`config.mk`:
```
export PLATFORM = sky130hd
export DESIGN_NAME = mux_slave_port
export DESIGN_NICKNAME = d
export VERILOG_FILES = /design/src/rtl/mux_slave_port.sv
export SDC_FILE = /design/constraint.sdc
export NUM_CORES = 1
export LEC_CHECK = 0
export BUFFER_PORTS_ARGS = -buffer_cell sky130_fd_sc_hd__buf_2
export CAP_MARGIN = 20
export CORE_ASPECT_RATIO = 0.7
export CORE_MARGIN = 1
export CORE_UTILIZATION = 45
export DETAILED_ROUTE_END_ITERATION = 12
export HOLD_SLACK_MARGIN = 0.08
export PLACE_DENSITY = 0.66
export SETUP_SLACK_MARGIN = 0.2
export SYNTH_ARGS = -nofsm -noshare
export SYNTH_HDL_FRONTEND = slang
export SYNTH_SLANG_ARGS = --single-unit
```
`constraint.sdc`:
```
create_clock -name clk -period 3.34 [get_ports clk]
set_input_delay 0.334 -clock clk [delete_from_list [all_inputs] [get_ports clk]]
set_output_delay 0.334 -clock clk [all_outputs]
set_load 0.1 [all_outputs]
```
`src/rtl/mux_slave_port.sv`:
```
module mux_slave_port #(
  parameter int DW        = 16,
  parameter int AW        = 14,
  parameter int SYNC      = 2,
  parameter int ACC_LAT   = 3,
  parameter logic [15:0] FILL_WORD = 16'hD00D
) (
  input  logic          clk,
  input  logic          rst_n,
  input  logic [DW-1:0] bus_in,
  output logic [DW-1:0] bus_out,
  output logic          bus_oe,
  input  logic          sel_in,
  input  logic          dir_in,
  input  logic          latch_in,
  input  logic          stb0_in,
  input  logic          stb1_in,
  input  logic          err_clr,
  output logic          err_flag,
  output logic [AW-1:0] mem_addr,
  output logic [DW-1:0] mem_wdata,
  output logic [1:0]    mem_be,
  output logic          mem_we,
  output logic          mem_re,
  input  logic [DW-1:0] mem_rdata
);
  localparam int IW = DW + 5;
  localparam int CW = $clog2(ACC_LAT + 1);

  logic [IW-1:0] sync_q [SYNC];
  logic [IW-1:0] s;
  logic          s_sel, s_dir, s_lat, s_b1, s_b0, stb, p_stb, rise, fall, go;
  logic [DW-1:0] s_bus;
  logic          wr_pend;
  logic [CW-1:0] cnt;

  always_ff @(posedge clk or negedge rst_n) begin
    if (!rst_n) begin
      for (int i = 0; i < SYNC; i++) sync_q[i] <= '0;
    end else begin
      sync_q[0] <= {sel_in, dir_in, latch_in, stb1_in, stb0_in, bus_in};
      for (int i = 1; i < SYNC; i++) sync_q[i] <= sync_q[i-1];
    end
  end

  assign s = sync_q[SYNC-1];
  assign {s_sel, s_dir, s_lat, s_b1, s_b0, s_bus} = s;
  assign stb    = s_b0 | s_b1;
  assign rise   = stb & ~p_stb;
  assign fall   = ~stb & p_stb;
  assign go     = rise & s_sel & ~s_lat;
  assign bus_oe = s_sel & s_dir & stb;

  always_ff @(posedge clk or negedge rst_n) begin
    if (!rst_n) begin
      p_stb     <= 1'b0;
      mem_re    <= 1'b0;
      mem_we    <= 1'b0;
      wr_pend   <= 1'b0;
      mem_wdata <= '0;
      mem_be    <= '0;
      mem_addr  <= '0;
      err_flag  <= 1'b0;
      cnt       <= '0;
      bus_out   <= '0;
    end else begin
      p_stb  <= stb;
      mem_re <= go & s_dir;
      mem_we <= fall & wr_pend;
      if (fall) wr_pend <= 1'b0;
      if (go && !s_dir) begin
        wr_pend   <= 1'b1;
        mem_wdata <= s_bus;
        mem_be    <= {s_b1, s_b0};
      end
      if (s_sel && s_lat && !stb) mem_addr <= s_bus[AW-1:0];
      if (s_sel && s_lat && stb) err_flag <= 1'b1;
      else if (err_clr)          err_flag <= 1'b0;
      if (go && s_dir) begin
        cnt     <= CW'(ACC_LAT);
        bus_out <= FILL_WORD;
      end else if (cnt != '0) begin
        cnt <= cnt - 1'b1;
        if (cnt == CW'(1)) bus_out <= mem_rdata;
      end
    end
  end

  a_r4_re_single: assert property (@(posedge clk) disable iff (!rst_n) mem_re |=> !mem_re);
  a_r6_we_single: assert property (@(posedge clk) disable iff (!rst_n) mem_we |=> !mem_we);
  a_r6_no_overlap: assert property (@(posedge clk) disable iff (!rst_n) !(mem_we && mem_re));
  a_r5_filler: assert property (@(posedge clk) disable iff (!rst_n)
    (ACC_LAT > 1) && mem_re |=> bus_out == FILL_WORD);
  a_r8_sticky: assert property (@(posedge clk) disable iff (!rst_n)
    err_flag && !err_clr |=> err_flag);
  a_r2_addr_hold: assert property (@(posedge clk) disable iff (!rst_n)
    !s_lat |=> $stable(mem_addr));
  a_r9_no_access: assert property (@(posedge clk) disable iff (!rst_n)
    !s_sel |=> !mem_re);
endmodule

```
==> results of run 1 <==
==> per-layer routing <==
metal	routed length, µm	share of wire	vias to the layer above
li1	-	-	928
met5	0	0	-
met2	2490	0.44	76
met4	53	0.0093	0
met3	461	0.081	8
met1	2668	0.47	943
==> stage by stage <==
| step | utilization | hold WS (ps) |
|---|---|---|
| global route | 0.6165 | 179.5 |
| detailed placement | 0.5500 | 334.7 |
| finish | 0.6165 | 176.2 |
| floorplan | - | 38.41 |
| global placement | 0.5500 | 331.8 |
| CTS | 0.6071 | 80.03 |
==> logic make-up (layout without fill, tap and decap cells) <==
group	count (synthesis)	count (layout)	synth area share
xor+xnor	1	1	0.002654
compound gates	14	14	0.02464
mux	32	32	0.1308
flops	97	97	0.7354
fa+ha+maj	2	2	0.007580
buf+inv	14	137	0.03032
simple gates	51	51	0.06862
==> sequential cells by signal (all words and copies together) (netlist names), 2 cells and up <==
signal and cells:
cnt 2, mem_be 2, mem_addr 14, sync_q 21, s 21, mem_wdata 16
bus_out 16
==> synthesized netlist by cell type <==
cell type / count / share of area
sky130_fd_sc_hd__nand2_1: 36 / 0.041
sky130_fd_sc_hd__buf_12: 1 / 0.0061
sky130_fd_sc_hd__nand3_1: 6 / 0.0091
sky130_fd_sc_hd__clkbuf_2: 1 / 0.0015
sky130_fd_sc_hd__clkbuf_1: 1 / 0.0011
sky130_fd_sc_hd__nor2_1: 2 / 0.0023
sky130_fd_sc_hd__a21oi_1: 10 / 0.015
sky130_fd_sc_hd__buf_6: 2 / 0.0068
sky130_fd_sc_hd__nand2b_1: 1 / 0.0019
sky130_fd_sc_hd__a21bo_2: 1 / 0.0030
sky130_fd_sc_hd__xor2_1: 1 / 0.0027
sky130_fd_sc_hd__o21ai_0: 1 / 0.0015
sky130_fd_sc_hd__nor2b_1: 1 / 0.0019
sky130_fd_sc_hd__and3_1: 2 / 0.0038
sky130_fd_sc_hd__dfrtp_1: 97 / 0.74
sky130_fd_sc_hd__nand3_2: 1 / 0.0030
sky130_fd_sc_hd__and2_2: 1 / 0.0023
sky130_fd_sc_hd__mux2_4: 19 / 0.086
sky130_fd_sc_hd__nand3b_2: 1 / 0.0034
sky130_fd_sc_hd__o211ai_1: 1 / 0.0023
sky130_fd_sc_hd__buf_2: 3 / 0.0045
sky130_fd_sc_hd__ha_1: 2 / 0.0076
sky130_fd_sc_hd__o21a_2: 1 / 0.0027
sky130_fd_sc_hd__buf_8: 1 / 0.0045
sky130_fd_sc_hd__inv_1: 5 / 0.0057
sky130_fd_sc_hd__mux2_2: 13 / 0.044
==> what timing repair did <==
action	CTS	global route
endpoints found under the hold margin	19	14
hold buffers	19	3
setup endpoints to repair	0	0
==> final cells by class <==
class / instances / area (µm²)
Fill cell: 573 / 2651
Sequential cell: 97 / 2427
Multi-Input combinational cell: 100 / 773.2
Timing Repair Buffer: 116 / 720.7
Clock buffer: 11 / 141.4
Tap cell: 94 / 117.6
Clock inverter: 5 / 62.56
Inverter: 5 / 18.77
==> worst max path at each step <==
stage | to | from | slack, ps | cells after the start
finish | mem_addr[0] | s[16] | 1430 | 3
global route | mem_addr[1] | s[16] | 1260 | 3
CTS | bus_out[10] | cnt[0] | 1370 | 5
detailed placement | bus_out[4] | cnt[0] | 1370 | 5
global placement | mem_addr[13] | s[16] | 1470 | 3
floorplan | bus_out[10] | cnt[0] | 1940 | 7
==> flow_summary.ini, run 1 <==
[outcome]
run_status = complete, no violations

[route]
totalWireLength_mm = 5.673
dr_total_vias = 1955
drtAntennaViolNets = 0
drt-wirelength-per-cell_um = 13.25
drc = 0
post_drt_via_cell_ratio = 4.568
drt_pre_antenna_iters = 4
first_iter_violations = 38

[layout]
stdcell_area_mm2 = 0.004262
layout-drive-gt1-share = 0.4371
nets = 371
final_cells = 428
diodes = 0
most-common-layout-cells = 97 x sky130_fd_sc_hd__dfrtp_1, 90 x sky130_fd_sc_hd__buf_2, 36 x sky130_fd_sc_hd__nand2_1, 22 x sky130_fd_sc_hd__dlygate4sd3_1, 19 x sky130_fd_sc_hd__mux2_4
leading_cell_type_in_the_layout_fill_and_taps_excluded = sky130_fd_sc_hd__dfrtp_1
area.growth.synth_to_final_pct = 29.11

[cts]
htree_num_levels = 3
cts_setup_buffers = 0
cts_made_buffers = 9
cts_tree = built
tritoncts_num_sinks = 97
cts-root-buf = sky130_fd_sc_hd__clkbuf_8
cts.clk_slew.worst_paths_ps = 90
insertion_delay_of_the_later_clocked_pin_in_the_worst_skew_pair_ps = 350
cts-resized-gates = 0
longest_clk_path_bufs = 2

[timing]
layout_worst_path_cycle_share = 0.5733
max_freq_mhz = 522.2
relSlewSlack = 0.3986
clock_skew_ps = 8.858
report.final.slew_viol_count = 0
report.final.hold_viol_count = 0
worstMarginPinSlew_ps = 902.1
time_the_final_worst_path_needs_with_i_o_delays_and_setup_ps = 1915
fin_setup_tns_ps = 0
grt_setup_unrepaired = no
fin_ws_ps = 1425
finalSetupViolCount = 0

[setup_path]
rrSetupSlack_ps = 1430
timing.reg2reg.worst_path_depth = 3
path_buf_inv = 0
crit_path_end_kind = register
worstSetupPathType = register to register
worstPathRequired_ps = 3580
crit_chain = nor2_1, and3_1, mux2_2
r2r-end = mem_addr[0]
crit_fanout = 14
critical-path-max-stage-delay_ps = 790
arrival_ps = 2160
setup.worst_path.start_class = register
regToRegStartpoint = s[16]
worst_path_max_delay_cell = sky130_fd_sc_hd__and3_1
crit_family = simple AND/OR/NAND/NOR gates

[yosys]
synth_area_mm2 = 0.003301
ys_seq_area_frac = 0.7354
synth_nets = 253
post_synth_num_cell_types = 26
cells_after_synth = 211
post_synth.cell_area_avg_um2 = 15.64
synth_seq_cells = 97
yosysWarningCount = 0

[floorplan]
die_h_um = 73.66
die_w_um = 104.4
placementRows = 25
dieArea_mm2 = 0.007687
initial_utilization = 0.4775
core_area_mm2 = 0.006913
ios = 92

[placed_design]
buffers_on_ports = 91
detailed_place_hpwl_mm = 3.630
gp_congestion = 0.7160
place_inst = 388
post_placement_setup_slack_ps = 1373
dpl_cell_area_mm2 = 0.003802

[worst_hold_path]
whs_path_depth = 2
min_to = err_flag
startpoint_of_the_worst_hold_path = err_clr
path_class_of_the_lowest_slack_min_delay_path = input pin to register

[global_route]
grt_remaining_overflow = 0
grtUsageTotal = 0.1646
antenna_found_initial = 0
grt_first_pass_wirelength_mm = 9.418
groute.layer.met2.usage = 0.2311
grt.met1_usage = 0.2287
groute.layer.met3.usage = 0.07808
first_global_vias = 1916
grt_start_max_net_pins = 91
grt_most_used_layer = met2

[flow_run]
maxCapViolations = 0
Power of run 1 is not shown: default switching activity piles up to over one toggle a cycle in this logic, so the estimate is an artifact.
==> run 2, diff against run 1 <==
- ABC_AREA: default -> 1
- clock period: 3.34 -> 1.8 ns (I/O delays scaled with it)
==> flow_summary.ini, run 2 <==
[outcome]
run_status = complete, no violations

[yosys]
synthDominantCellAreaShare = 0.6988
synth_seq_cells = 97
synth_area_mm2 = 0.003473
synth_nets = 350
synthTopCellsByCount = 102 x sky130_fd_sc_hd__nand2_1, 97 x sky130_fd_sc_hd__dfrtp_1, 45 x sky130_fd_sc_hd__nand3_1
cells_after_synth = 308
post_synth.cell_area_avg_um2 = 11.28
synth_area_leader_cell = sky130_fd_sc_hd__dfrtp_1
synth_async_sr_flop_share = 1.000
yosysWarningCount = 0
yosys.cell_count.top_type = sky130_fd_sc_hd__nand2_1
synth_flop_cell = sky130_fd_sc_hd__dfrtp_1
number_of_synthesized_flops_with_an_enable_pin = 0
ys_seq_area_frac = 0.6988
synth.top_cells.by_area = sky130_fd_sc_hd__dfrtp_1 70%, sky130_fd_sc_hd__nand2_1 11%, sky130_fd_sc_hd__nand3_1 6.5%
post_synth_num_cell_types = 23

[route]
drt_pre_antenna_iters = 4
drc = 0
first_iter_violations = 83
drtAntennaViolNets = 0
dr_total_vias = 2473
drt-wirelength-per-cell_um = 13.30
post_drt_via_cell_ratio = 4.666
totalWireLength_mm = 7.051

[setup_path]
regToRegStartpoint = cnt[0]
worstPathRequired_ps = 1620
setup.worst_path.start_class = register
arrival_ps = 1310
crit_path_end_kind = output pin
crit_fanout = 2
startpoint = s[19]
worstSetupPathType = register to output pin

[floorplan]
die_h_um = 75.51
initial_utilization = 0.4703
ios = 92
placementRows = 26
core_area_mm2 = 0.007385
die_w_um = 107.0
dieArea_mm2 = 0.008079

[flow_run]
maxCapViolations = 0

[placed_design]
place_inst = 490
gp_congestion = 0.7797
detailed_place_hpwl_mm = 4.590
post_placement_setup_slack_ps = 211.9
buffers_on_ports = 91
dpl_cell_area_mm2 = 0.004000

[layout]
diodes = 0
nets = 470
finalCoreUtilization = 0.6018
final_cells = 530
stdcell_area_mm2 = 0.004444
area.growth.synth_to_final_pct = 27.95
layout-drive-gt1-share = 0.3079
most-common-layout-cells = 102 x sky130_fd_sc_hd__nand2_1, 97 x sky130_fd_sc_hd__dfrtp_1, 89 x sky130_fd_sc_hd__buf_2, 45 x sky130_fd_sc_hd__nand3_1, 23 x sky130_fd_sc_hd__dlygate4sd3_1
leading_cell_type_in_the_layout_fill_and_taps_excluded = sky130_fd_sc_hd__nand2_1

[pwr]
power.share.sequential = 0.361
report.power.total_mw = 7.709
p_per_area_mw_per_mm2 = 1735
clock_power_share = 0.164
netSwitchingPower_mw = 3.981
p_int_mw = 3.728
power.share.switching = 0.5164
power.leakage_nw = 2.439
power.combinational.fraction = 0.474
worst_ir_drop_vdd_v = 0.001929

[global_route]
first_global_vias = 2315
grt_remaining_overflow = 0
grtUsageTotal = 0.1925
grt_first_pass_wirelength_mm = 11.53
grt_start_max_net_pins = 50
antenna_found_initial = 0

[cts]
longest_clk_path_bufs = 2
cts_made_buffers = 9
htree_num_levels = 3
cts_tree = built
cts-root-buf = sky130_fd_sc_hd__clkbuf_8
cts.clk_slew.worst_paths_ps = 90
insertion_delay_of_the_later_clocked_pin_in_the_worst_skew_pair_ps = 350
tritoncts_num_sinks = 97

[worst_hold_path]
startpoint_of_the_worst_hold_path = mem_rdata[2]
path_class_of_the_lowest_slack_min_delay_path = input pin to register

[timing]
layout_worst_path_cycle_share = 0.8286
clock_skew_ps = 7.921
report.final.slew_viol_count = 0
relSlewSlack = 0.6693
grt_setup_unrepaired = no
fin_setup_tns_ps = 0
report.final.hold_viol_count = 0
time_the_final_worst_path_needs_with_i_o_delays_and_setup_ps = 1492
max_freq_mhz = 670.5
worstMarginPinSlew_ps = 499.5
finalSetupViolCount = 0
holdWs_ps = 95.79
fin_ws_ps = 308.5
run 2: cell count changes after synthesis, sizes merged, moves of 5 or more:
cell,previous run,this run
nand3,7,47
o21ai,1,6
a21oi,10,4
mux2,32,0
inv,5,21
nor2,2,8
nand2,36,108
buf,7,12
run 2: cells by family (layout without fill, tap and decap cells):
group | count (synthesis) | after routing | share of synthesized area
DFF | 97 | 97 | 0.6988
AOI/OAI and AO/OA | 11 | 11 | 0.02053
adders and majority gates | 2 | 2 | 0.007203
and+or+nand+nor | 164 | 164 | 0.2187
buffers and inverters | 34 | 158 | 0.05475
run 2: path summary, 6_finish.rpt:
path	cells after the start	slack (ps)	to
min	3	100	bus_out[2]
min in group asynchronous	2	240	mem_wdata[7]
min reg2reg	0	350	s[3]
max reg2reg	8	350	bus_out[9]
max in group asynchronous	3	870	bus_out[7]
max	3	310	bus_oe
run 2: worst max-delay path: stages, from the launching register on:
cell	delay [ps]
sky130_fd_sc_hd__dfrtp_1	400
sky130_fd_sc_hd__nand2_1	150
sky130_fd_sc_hd__nor2_8	180
sky130_fd_sc_hd__buf_6	240
run 2: power by group through the flow:
stage	Combinational, mW	Clock, mW	Sequential (mW)
finish	3.66	1.27	2.79
CTS	3.63	1.32	2.79
detailed placement	3.60	0	2.82
global placement	3.54	0	2.81
global route	3.85	1.41	2.84
floorplan	0.769	0	5.04
run 2: area by class of cell:
cell class	instances	area, µm²
clock inverter	5	40.04
sequential	97	2427
inverter	21	80.08
fill	624	2940
tap	98	122.6
multi-input combinational	177	869.6
clock buffer	10	137.6
timing repair buffer	122	767.0
run 2: metal layers:
layer  track usage  wire length (µm)
met1        0.2691              3395
met4       0.05936                23
met5             0                 0
met2        0.2996              3228
met3       0.05218               404
run 2: timing repair:
action,4_1_cts,5_1_grt
pin swaps,0,1
setup endpoints to repair,1,29
hold endpoints to repair,87,0
resized for setup,1,4
hold buffers,23,0
buffers inserted,0,2
Power figures use the tool's default switching activity.
